$ cat src/rtl/rst_hub_pkg.sv
package rst_hub_pkg;

    typedef struct packed {
        logic por;
        logic iwdg;
        logic wwdg;
        logic dbg;
        logic illop;
    } rst_src_t;

    typedef enum logic [1:0] {
        PH_IDLE   = 2'd0,
        PH_DRIVE  = 2'd1,
        PH_SETTLE = 2'd2
    } drive_phase_e;

    function automatic logic any_source(input rst_src_t s);
        return s.por | s.iwdg | s.wwdg | s.dbg | s.illop;
    endfunction

endpackage

$ cat src/rtl/rst_hub_merge.sv
module rst_hub_merge
    import rst_hub_pkg::*;
(
    input  logic     clk,
    input  logic     rst,
    input  rst_src_t src,
    output logic     req_any,
    output logic     req_start
);
    logic req_q;

    assign req_any   = any_source(src);
    assign req_start = req_any & ~req_q;

    always_ff @(posedge clk) begin
        if (rst) req_q <= 1'b0;
        else     req_q <= req_any;
    end
endmodule

$ cat src/rtl/rst_hub_stretch.sv
module rst_hub_stretch
    import rst_hub_pkg::*;
#(
    parameter int unsigned DRIVE_CYC  = 2500,
    parameter int unsigned SETTLE_CYC = 4
) (
    input  logic clk,
    input  logic rst,
    input  logic start,
    output logic pull_en,
    output logic busy
);
    localparam int unsigned TOTAL = DRIVE_CYC + SETTLE_CYC;
    localparam int CW = $clog2(TOTAL + 1);
    localparam logic [CW-1:0] LOAD  = CW'(TOTAL);
    localparam logic [CW-1:0] LIMIT = CW'(SETTLE_CYC);

    logic [CW-1:0] cnt;
    drive_phase_e  phase;

    always_ff @(posedge clk) begin
        if (rst)                cnt <= '0;
        else if (start)         cnt <= LOAD;
        else if (cnt != '0)     cnt <= cnt - CW'(1);
    end

    always_comb begin
        if (cnt == '0)          phase = PH_IDLE;
        else if (cnt > LIMIT)   phase = PH_DRIVE;
        else                    phase = PH_SETTLE;
    end

    assign pull_en = (phase == PH_DRIVE);
    assign busy    = (phase != PH_IDLE);


    start_drives_chk: assert property (@(posedge clk) disable iff (rst)
        start |=> pull_en);

    drive_end_chk: assert property (@(posedge clk) disable iff (rst)
        $fell(pull_en) |-> !$past(start));

    settle_follows_chk: assert property (@(posedge clk) disable iff (rst)
        (pull_en && !start && cnt == LIMIT + CW'(1)) |=> (busy && !pull_en));
endmodule

$ cat src/rtl/rst_hub_filter.sv
module rst_hub_filter #(
    parameter int unsigned VALID_CYC = 37,
    parameter int unsigned SPIKE_MAX = 6
) (
    input  logic clk,
    input  logic rst,
    input  logic pad_in,
    input  logic mask,
    output logic low_det
);
    localparam int FW = $clog2(VALID_CYC + 1);
    localparam logic [FW-1:0] TOP  = FW'(VALID_CYC);
    localparam logic [FW-1:0] DOWN = FW'(SPIKE_MAX);

    logic [FW-1:0] level;

    always_ff @(posedge clk) begin
        if (rst || mask) begin
            level <= '0;
        end else if (!pad_in) begin
            if (level != TOP) level <= level + FW'(1);
        end else begin
            if (level > DOWN) level <= level - DOWN;
            else              level <= '0;
        end
    end

    assign low_det = (level == TOP);


    level_bound_chk: assert property (@(posedge clk) disable iff (rst)
        level <= TOP);

    det_needs_low_chk: assert property (@(posedge clk) disable iff (rst)
        $rose(low_det) |-> !$past(pad_in));

    mask_clears_chk: assert property (@(posedge clk) disable iff (rst)
        mask |=> !low_det);
endmodule

$ cat src/rtl/rst_hub.sv
module rst_hub
    import rst_hub_pkg::*;
#(
    parameter int unsigned DRIVE_CYC  = 2500,
    parameter int unsigned SETTLE_CYC = 4,
    parameter int unsigned VALID_CYC  = 37,
    parameter int unsigned SPIKE_MAX  = 6
) (
    input  logic clk,
    input  logic rst,
    input  logic por_req,
    input  logic iwdg_req,
    input  logic wwdg_req,
    input  logic dbg_req,
    input  logic illop_req,
    input  logic pad_in,
    output logic pad_pull_en,
    output logic sys_rst
);
    rst_src_t src;
    logic     req_any;
    logic     req_start;
    logic     busy;
    logic     ext_det;
    logic     sys_rst_q;

    assign src = '{por: por_req, iwdg: iwdg_req, wwdg: wwdg_req,
                   dbg: dbg_req, illop: illop_req};

    rst_hub_merge u_merge (
        .clk       (clk),
        .rst       (rst),
        .src       (src),
        .req_any   (req_any),
        .req_start (req_start)
    );

    rst_hub_stretch #(
        .DRIVE_CYC  (DRIVE_CYC),
        .SETTLE_CYC (SETTLE_CYC)
    ) u_stretch (
        .clk     (clk),
        .rst     (rst),
        .start   (req_start),
        .pull_en (pad_pull_en),
        .busy    (busy)
    );

    rst_hub_filter #(
        .VALID_CYC (VALID_CYC),
        .SPIKE_MAX (SPIKE_MAX)
    ) u_filter (
        .clk     (clk),
        .rst     (rst),
        .pad_in  (pad_in),
        .mask    (busy),
        .low_det (ext_det)
    );

    always_ff @(posedge clk) begin
        if (rst) sys_rst_q <= 1'b1;
        else     sys_rst_q <= req_any | busy | ext_det;
    end

    assign sys_rst = sys_rst_q;


    request_holds_chk: assert property (@(posedge clk) disable iff (rst)
        req_any |=> sys_rst);

    busy_holds_chk: assert property (@(posedge clk) disable iff (rst)
        busy |=> sys_rst);

    self_pull_ignored_chk: assert property (@(posedge clk) disable iff (rst)
        pad_pull_en |=> !ext_det);
endmodule

$ cat config.mk
export PLATFORM = sky130hd
export DESIGN_NAME = rst_hub
export DESIGN_NICKNAME = d
export VERILOG_FILES = /design/src/rtl/rst_hub_pkg.sv /design/src/rtl/rst_hub_merge.sv /design/src/rtl/rst_hub_stretch.sv /design/src/rtl/rst_hub_filter.sv /design/src/rtl/rst_hub.sv
export SDC_FILE = /design/constraint.sdc
export NUM_CORES = 1
export LEC_CHECK = 0
export BUFFER_PORTS_ARGS = -buffer_cell sky130_fd_sc_hd__buf_2
export CAP_MARGIN = 20
export CORE_MARGIN = 5
export CORE_UTILIZATION = 25
export DETAILED_ROUTE_END_ITERATION = 16
export HOLD_SLACK_MARGIN = 0.08
export SYNTH_ARGS = -nofsm -noshare
export SYNTH_HDL_FRONTEND = slang
export SYNTH_SLANG_ARGS = --single-unit
$ cat constraint.sdc
create_clock -name clk -period 2.6 [get_ports clk]
set_input_delay 0.52 -clock clk [delete_from_list [all_inputs] [get_ports clk]]
set_output_delay 0.52 -clock clk [all_outputs]
set_load 0.02 [all_outputs]
==> impl_results.html <==
<table>
<tr><th>Metric</th><th>Value</th></tr>
<tr><th colspan="2">Die</th></tr>
<tr><td>Height of the die</td><td>between 70 and 80 µm</td></tr>
<tr><td>Count of standard-cell rows</td><td>24</td></tr>
<tr><td>Floorplan core area</td><td>around 0.0044 mm²</td></tr>
<tr><td>Starting density of the core</td><td>26.2%</td></tr>
<tr><td>Chip width</td><td>slightly below 80 µm</td></tr>
<tr><td>DIE AREA</td><td>roughly 0.006 mm²</td></tr>
<tr><td>IO Pins</td><td>10</td></tr>
<tr><th colspan="2">Clocking</th></tr>
<tr><td>Post-cts gate resize count</td><td>0</td></tr>
<tr><td>Clock tree sinks</td><td>20</td></tr>
<tr><td>Post-CTS Setup Repair Bufs</td><td>0</td></tr>
<tr><td>H-tree depth</td><td>1</td></tr>
<tr><td># hold bufs at CTS</td><td>0</td></tr>
<tr><td>CTS tree</td><td>done</td></tr>
<tr><td>Max clock buf depth</td><td>2</td></tr>
<tr><td>Clock root cell</td><td>sky130_fd_sc_hd__clkbuf_8</td></tr>
<tr><td>Cts bufs inserted</td><td>3</td></tr>
<tr><td>Worst skew pair latency</td><td>250 ps</td></tr>
<tr><td>CTS clk-pin slew, worst paths</td><td>~70 ps</td></tr>
<tr><th colspan="2">Layout</th></tr>
<tr><td>Share of final-layout standard cells stronger than drive strength 1</td><td>between 10% and 20%</td></tr>
<tr><td>Final net count</td><td>about 150</td></tr>
<tr><td>P&amp;R area growth vs syn</td><td>11.0%</td></tr>
<tr><td>Share of the core filled with cells in the final layout</td><td>29.1%</td></tr>
<tr><td>Antenna diode instance count</td><td>0</td></tr>
<tr><th colspan="2">Global routing</th></tr>
<tr><td>Vias in the first global route</td><td>just over 900</td></tr>
<tr><td>Remaining Overflow, GRT</td><td>0</td></tr>
<tr><td>Initial antenna violation count</td><td>0</td></tr>
<tr><td>GRT Total Usage</td><td>8.16%</td></tr>
<tr><td>Wire length of the first global-routing pass</td><td>4.15 mm</td></tr>
<tr><td>Pin count of the biggest net entering global routing</td><td>12</td></tr>
<tr><th colspan="2">Power</th></tr>
<tr><td>Static leakage</td><td>between 0.4 and 0.5 nW</td></tr>
<tr><td>Worst-case vdd ir drop</td><td>roughly 0.22 mV</td></tr>
<tr><td>PwrDens</td><td>540 mW/mm²</td></tr>
<tr><td>Total power</td><td>about 0.7 mW</td></tr>
<tr><th colspan="2">Yosys</th></tr>
<tr><td>Synth Cell Area</td><td>~0.0012 mm²</td></tr>
<tr><td>Synthesized area per cell</td><td>9.03 µm²</td></tr>
<tr><td>Number of enable flip-flop cells after synthesis</td><td>0</td></tr>
<tr><td>Sequential share of the synthesized area</td><td>about 34%</td></tr>
<tr><td>Share of synthesized flip-flops with an asynchronous set or reset</td><td>0%</td></tr>
<tr><td>Syn Nets</td><td>143</td></tr>
<tr><td>Synthesis-stage register bit count</td><td>20</td></tr>
<tr><td>Number of synthesis warnings</td><td>0</td></tr>
<tr><td>Yosys cell types</td><td>roughly 50</td></tr>
<tr><td>Post-synth top flop</td><td>sky130_fd_sc_hd__dfxtp_1</td></tr>
<tr><td>Synth Instances</td><td>around 130</td></tr>
<tr><th colspan="2">Critical path</th></tr>
<tr><td>Buffering stage count on the worst path with inverters included</td><td>3</td></tr>
<tr><td>Category of the worst setup path launch point</td><td>register</td></tr>
<tr><td>Delay contributed by the slowest stage of the critical path</td><td>between 300 and 400 ps</td></tr>
<tr><td>Most Frequent Cell on Critical Path</td><td>sky130_fd_sc_hd__inv_1</td></tr>
<tr><td>Worst setup EP type</td><td>primary output</td></tr>
<tr><td>Critical path cell sequence</td><td>inv_1 &gt; ha_1 &gt; inv_1 &gt; a21oi_1 &gt; nand4_1 &gt; buf_2</td></tr>
<tr><td>Arrival time at the worst endpoint</td><td>approximately 1400 ps</td></tr>
<tr><td>Slowest-stage cell, CP</td><td>sky130_fd_sc_hd__dfxtp_1</td></tr>
<tr><td>Startpoint-to-endpoint class of the critical path</td><td>reg -&gt; out</td></tr>
<tr><td>Critical Path Fanout Max</td><td>3</td></tr>
<tr><td>Family with the most delay on the worst path</td><td>buffers and inverters</td></tr>
<tr><td>Data required time of the critical path</td><td>2080 ps</td></tr>
<tr><th colspan="2">Routing</th></tr>
<tr><td>Vias per inst</td><td>between 5 and 6</td></tr>
<tr><td>Via count</td><td>between 900 and 1000</td></tr>
<tr><td>1st-pass router iterations</td><td>4</td></tr>
<tr><td>Number of DRC violations after detailed-routing iteration 0</td><td>74</td></tr>
<tr><td>Post-DR wirelength/cell</td><td>roughly 12 µm</td></tr>
<tr><td>DRC violations left</td><td>0</td></tr>
<tr><td>Final antenna-violating net count</td><td>0</td></tr>
<tr><td>Total Wirelength</td><td>approximately 2.3 mm</td></tr>
<tr><th colspan="2">Placed design</th></tr>
<tr><td>Final Wtd Congestion</td><td>0.826</td></tr>
<tr><td>Port Buffer Count</td><td>9</td></tr>
<tr><td>Worst slack after detailed placement</td><td>754 ps</td></tr>
<tr><td>HPWL reported at the end of detailed placement</td><td>1.64 mm</td></tr>
<tr><th colspan="2">STA</th></tr>
<tr><td>Least-Margin Pin Slew</td><td>552 ps</td></tr>
<tr><td>Final hold viol count</td><td>0</td></tr>
<tr><td>Final setup violation count</td><td>0</td></tr>
<tr><td>Normalized max-slew margin</td><td>a little over three fifths</td></tr>
<tr><td>Post-route fraction of the period consumed by the critical path</td><td>about 74%</td></tr>
<tr><td>RSZ-0062 raised after global routing</td><td>no</td></tr>
<tr><td>Post-layout min period</td><td>1920 ps</td></tr>
<tr><td>Maximum clock rate</td><td>522 MHz</td></tr>
<tr><td>Setup total negative slack</td><td>0 ps</td></tr>
<tr><td>Worst clock skew</td><td>about 1.9 ps</td></tr>
<tr><td>Number of pins exceeding their max-slew limit in the final report</td><td>0</td></tr>
<tr><td>Final worst slack</td><td>~700 ps</td></tr>
<tr><th colspan="2">Hold path</th></tr>
<tr><td>Class of the most critical hold timing path</td><td>in -&gt; reg</td></tr>
<tr><th colspan="2">Outcome</th></tr>
<tr><td>Outcome</td><td>finished clean</td></tr>
<tr><th colspan="2">Run</th></tr>
<tr><td>Count of maximum capacitance violations</td><td>0</td></tr>
</table>
[sequential cells by signal, summed over array words and instances, names as in the netlist]
register        flops
u_stretch.cnt      12
sys_rst             1
u_merge.req_q       1
u_filter.level      6
[kinds of logic after synthesis]
family / share of synthesized area, %
flops: 34.4
simple gates: 28.7
fa+ha+maj: 6.44
mux: 0.859
compound gates: 18.9
xor+xnor: 6.77
buf+inv: 3.97
[Yosys cell counts, types with 3 or more instances]
library cell / n / area share, %
sky130_fd_sc_hd__xnor2_1: 5 / 3.8
sky130_fd_sc_hd__nor3_1: 4 / 1.7
sky130_fd_sc_hd__a21oi_1: 9 / 3.9
sky130_fd_sc_hd__inv_1: 6 / 1.9
sky130_fd_sc_hd__dfxtp_1: 20 / 34
sky130_fd_sc_hd__o31ai_1: 3 / 1.9
sky130_fd_sc_hd__nor2_1: 11 / 3.5
sky130_fd_sc_hd__xor2_1: 4 / 3.0
sky130_fd_sc_hd__nand4b_1: 3 / 2.3
sky130_fd_sc_hd__nand4_1: 3 / 1.6
sky130_fd_sc_hd__nand2_1: 5 / 1.6
sky130_fd_sc_hd__ha_1: 6 / 6.4
sky130_fd_sc_hd__or3_1: 4 / 2.1
sky130_fd_sc_hd__a31oi_1: 3 / 1.6
[area by class of cell]
| type | instances | area [µm²] |
|---|---|---|
| fill | 467 | 3150 |
| multi-input combinational | 99 | 718 |
| sequential | 20 | 400 |
| tap | 52 | 65.1 |
| timing repair buffer | 9 | 45.0 |
| clock buffer | 3 | 41.3 |
| inverter | 6 | 22.5 |
[worst register-to-register path, stage by stage (launching register included)]
cell and delay, ps:
sky130_fd_sc_hd__dfxtp_1 330, sky130_fd_sc_hd__inv_1 120, sky130_fd_sc_hd__ha_1 210, sky130_fd_sc_hd__nor3b_1 330, sky130_fd_sc_hd__nand4_1 200, sky130_fd_sc_hd__nor2_1 380, sky130_fd_sc_hd__o221a_2 260
[placed cells by master, fill, tap and decap left out, types with 2 or more instances in the layout]
cell type,count
sky130_fd_sc_hd__nand2_1,5
sky130_fd_sc_hd__nand3_1,2
sky130_fd_sc_hd__ha_1,6
sky130_fd_sc_hd__a31oi_1,3
sky130_fd_sc_hd__buf_2,9
sky130_fd_sc_hd__nor3_1,4
sky130_fd_sc_hd__xnor2_1,5
sky130_fd_sc_hd__or4_1,2
sky130_fd_sc_hd__inv_1,6
sky130_fd_sc_hd__o211ai_1,2
sky130_fd_sc_hd__a21oi_1,9
sky130_fd_sc_hd__dfxtp_1,20
sky130_fd_sc_hd__and3_1,2
sky130_fd_sc_hd__o21ai_0,2
sky130_fd_sc_hd__or4_4,2
sky130_fd_sc_hd__clkbuf_8,3
sky130_fd_sc_hd__xor2_1,4
sky130_fd_sc_hd__nand2b_1,2
sky130_fd_sc_hd__nand4b_1,3
sky130_fd_sc_hd__or3_1,4
sky130_fd_sc_hd__nand4_1,3
sky130_fd_sc_hd__o31ai_1,3
sky130_fd_sc_hd__nor2_1,11
[per-stage QoR]
step	hold WS [ps]	instances	area, µm²
final	515	189	1290
after global routing	537	189	1290
after CTS	515	189	1290
after detailed placement	514	186	1250
after global placement	517	186	1250
after floorplan	473	129	1160
[final timing paths]
check | from | endpoint | slack [ps] | cells past startpoint
worst max-delay path | u_stretch.cnt[0]$_SDFFE_PP0P_ | pad_pull_en | 680 | 6
worst min-delay path | iwdg_req | sys_rst$_SDFF_PP1_ | 520 | 3
worst min register to register | u_stretch.cnt[5]$_SDFFE_PP0P_ | u_stretch.cnt[5]$_SDFFE_PP0P_ | 530 | 2
worst max register to register | u_stretch.cnt[0]$_SDFFE_PP0P_ | u_filter.level[4]$_SDFFE_PP0P_ | 710 | 6
[metal layers]
layer	vias to the layer above	part of all wire [%]	global-route usage, %
li1	496	-	-
met1	444	51	11.6
met2	21	42	11.9
met3	2	5.0	1.60
met4	0	1.7	3.67
met5	-	0	0
[power breakdown]
group	leakage (nW)	total [mW]	switching, mW	internal, mW
logic	0.309	0.149	0.0838	0.0652
registers	0.164	0.352	0.0255	0.326
clock network	0.0216	0.197	0.0946	0.103
Note: power is estimated with default switching activity, not from simulation.
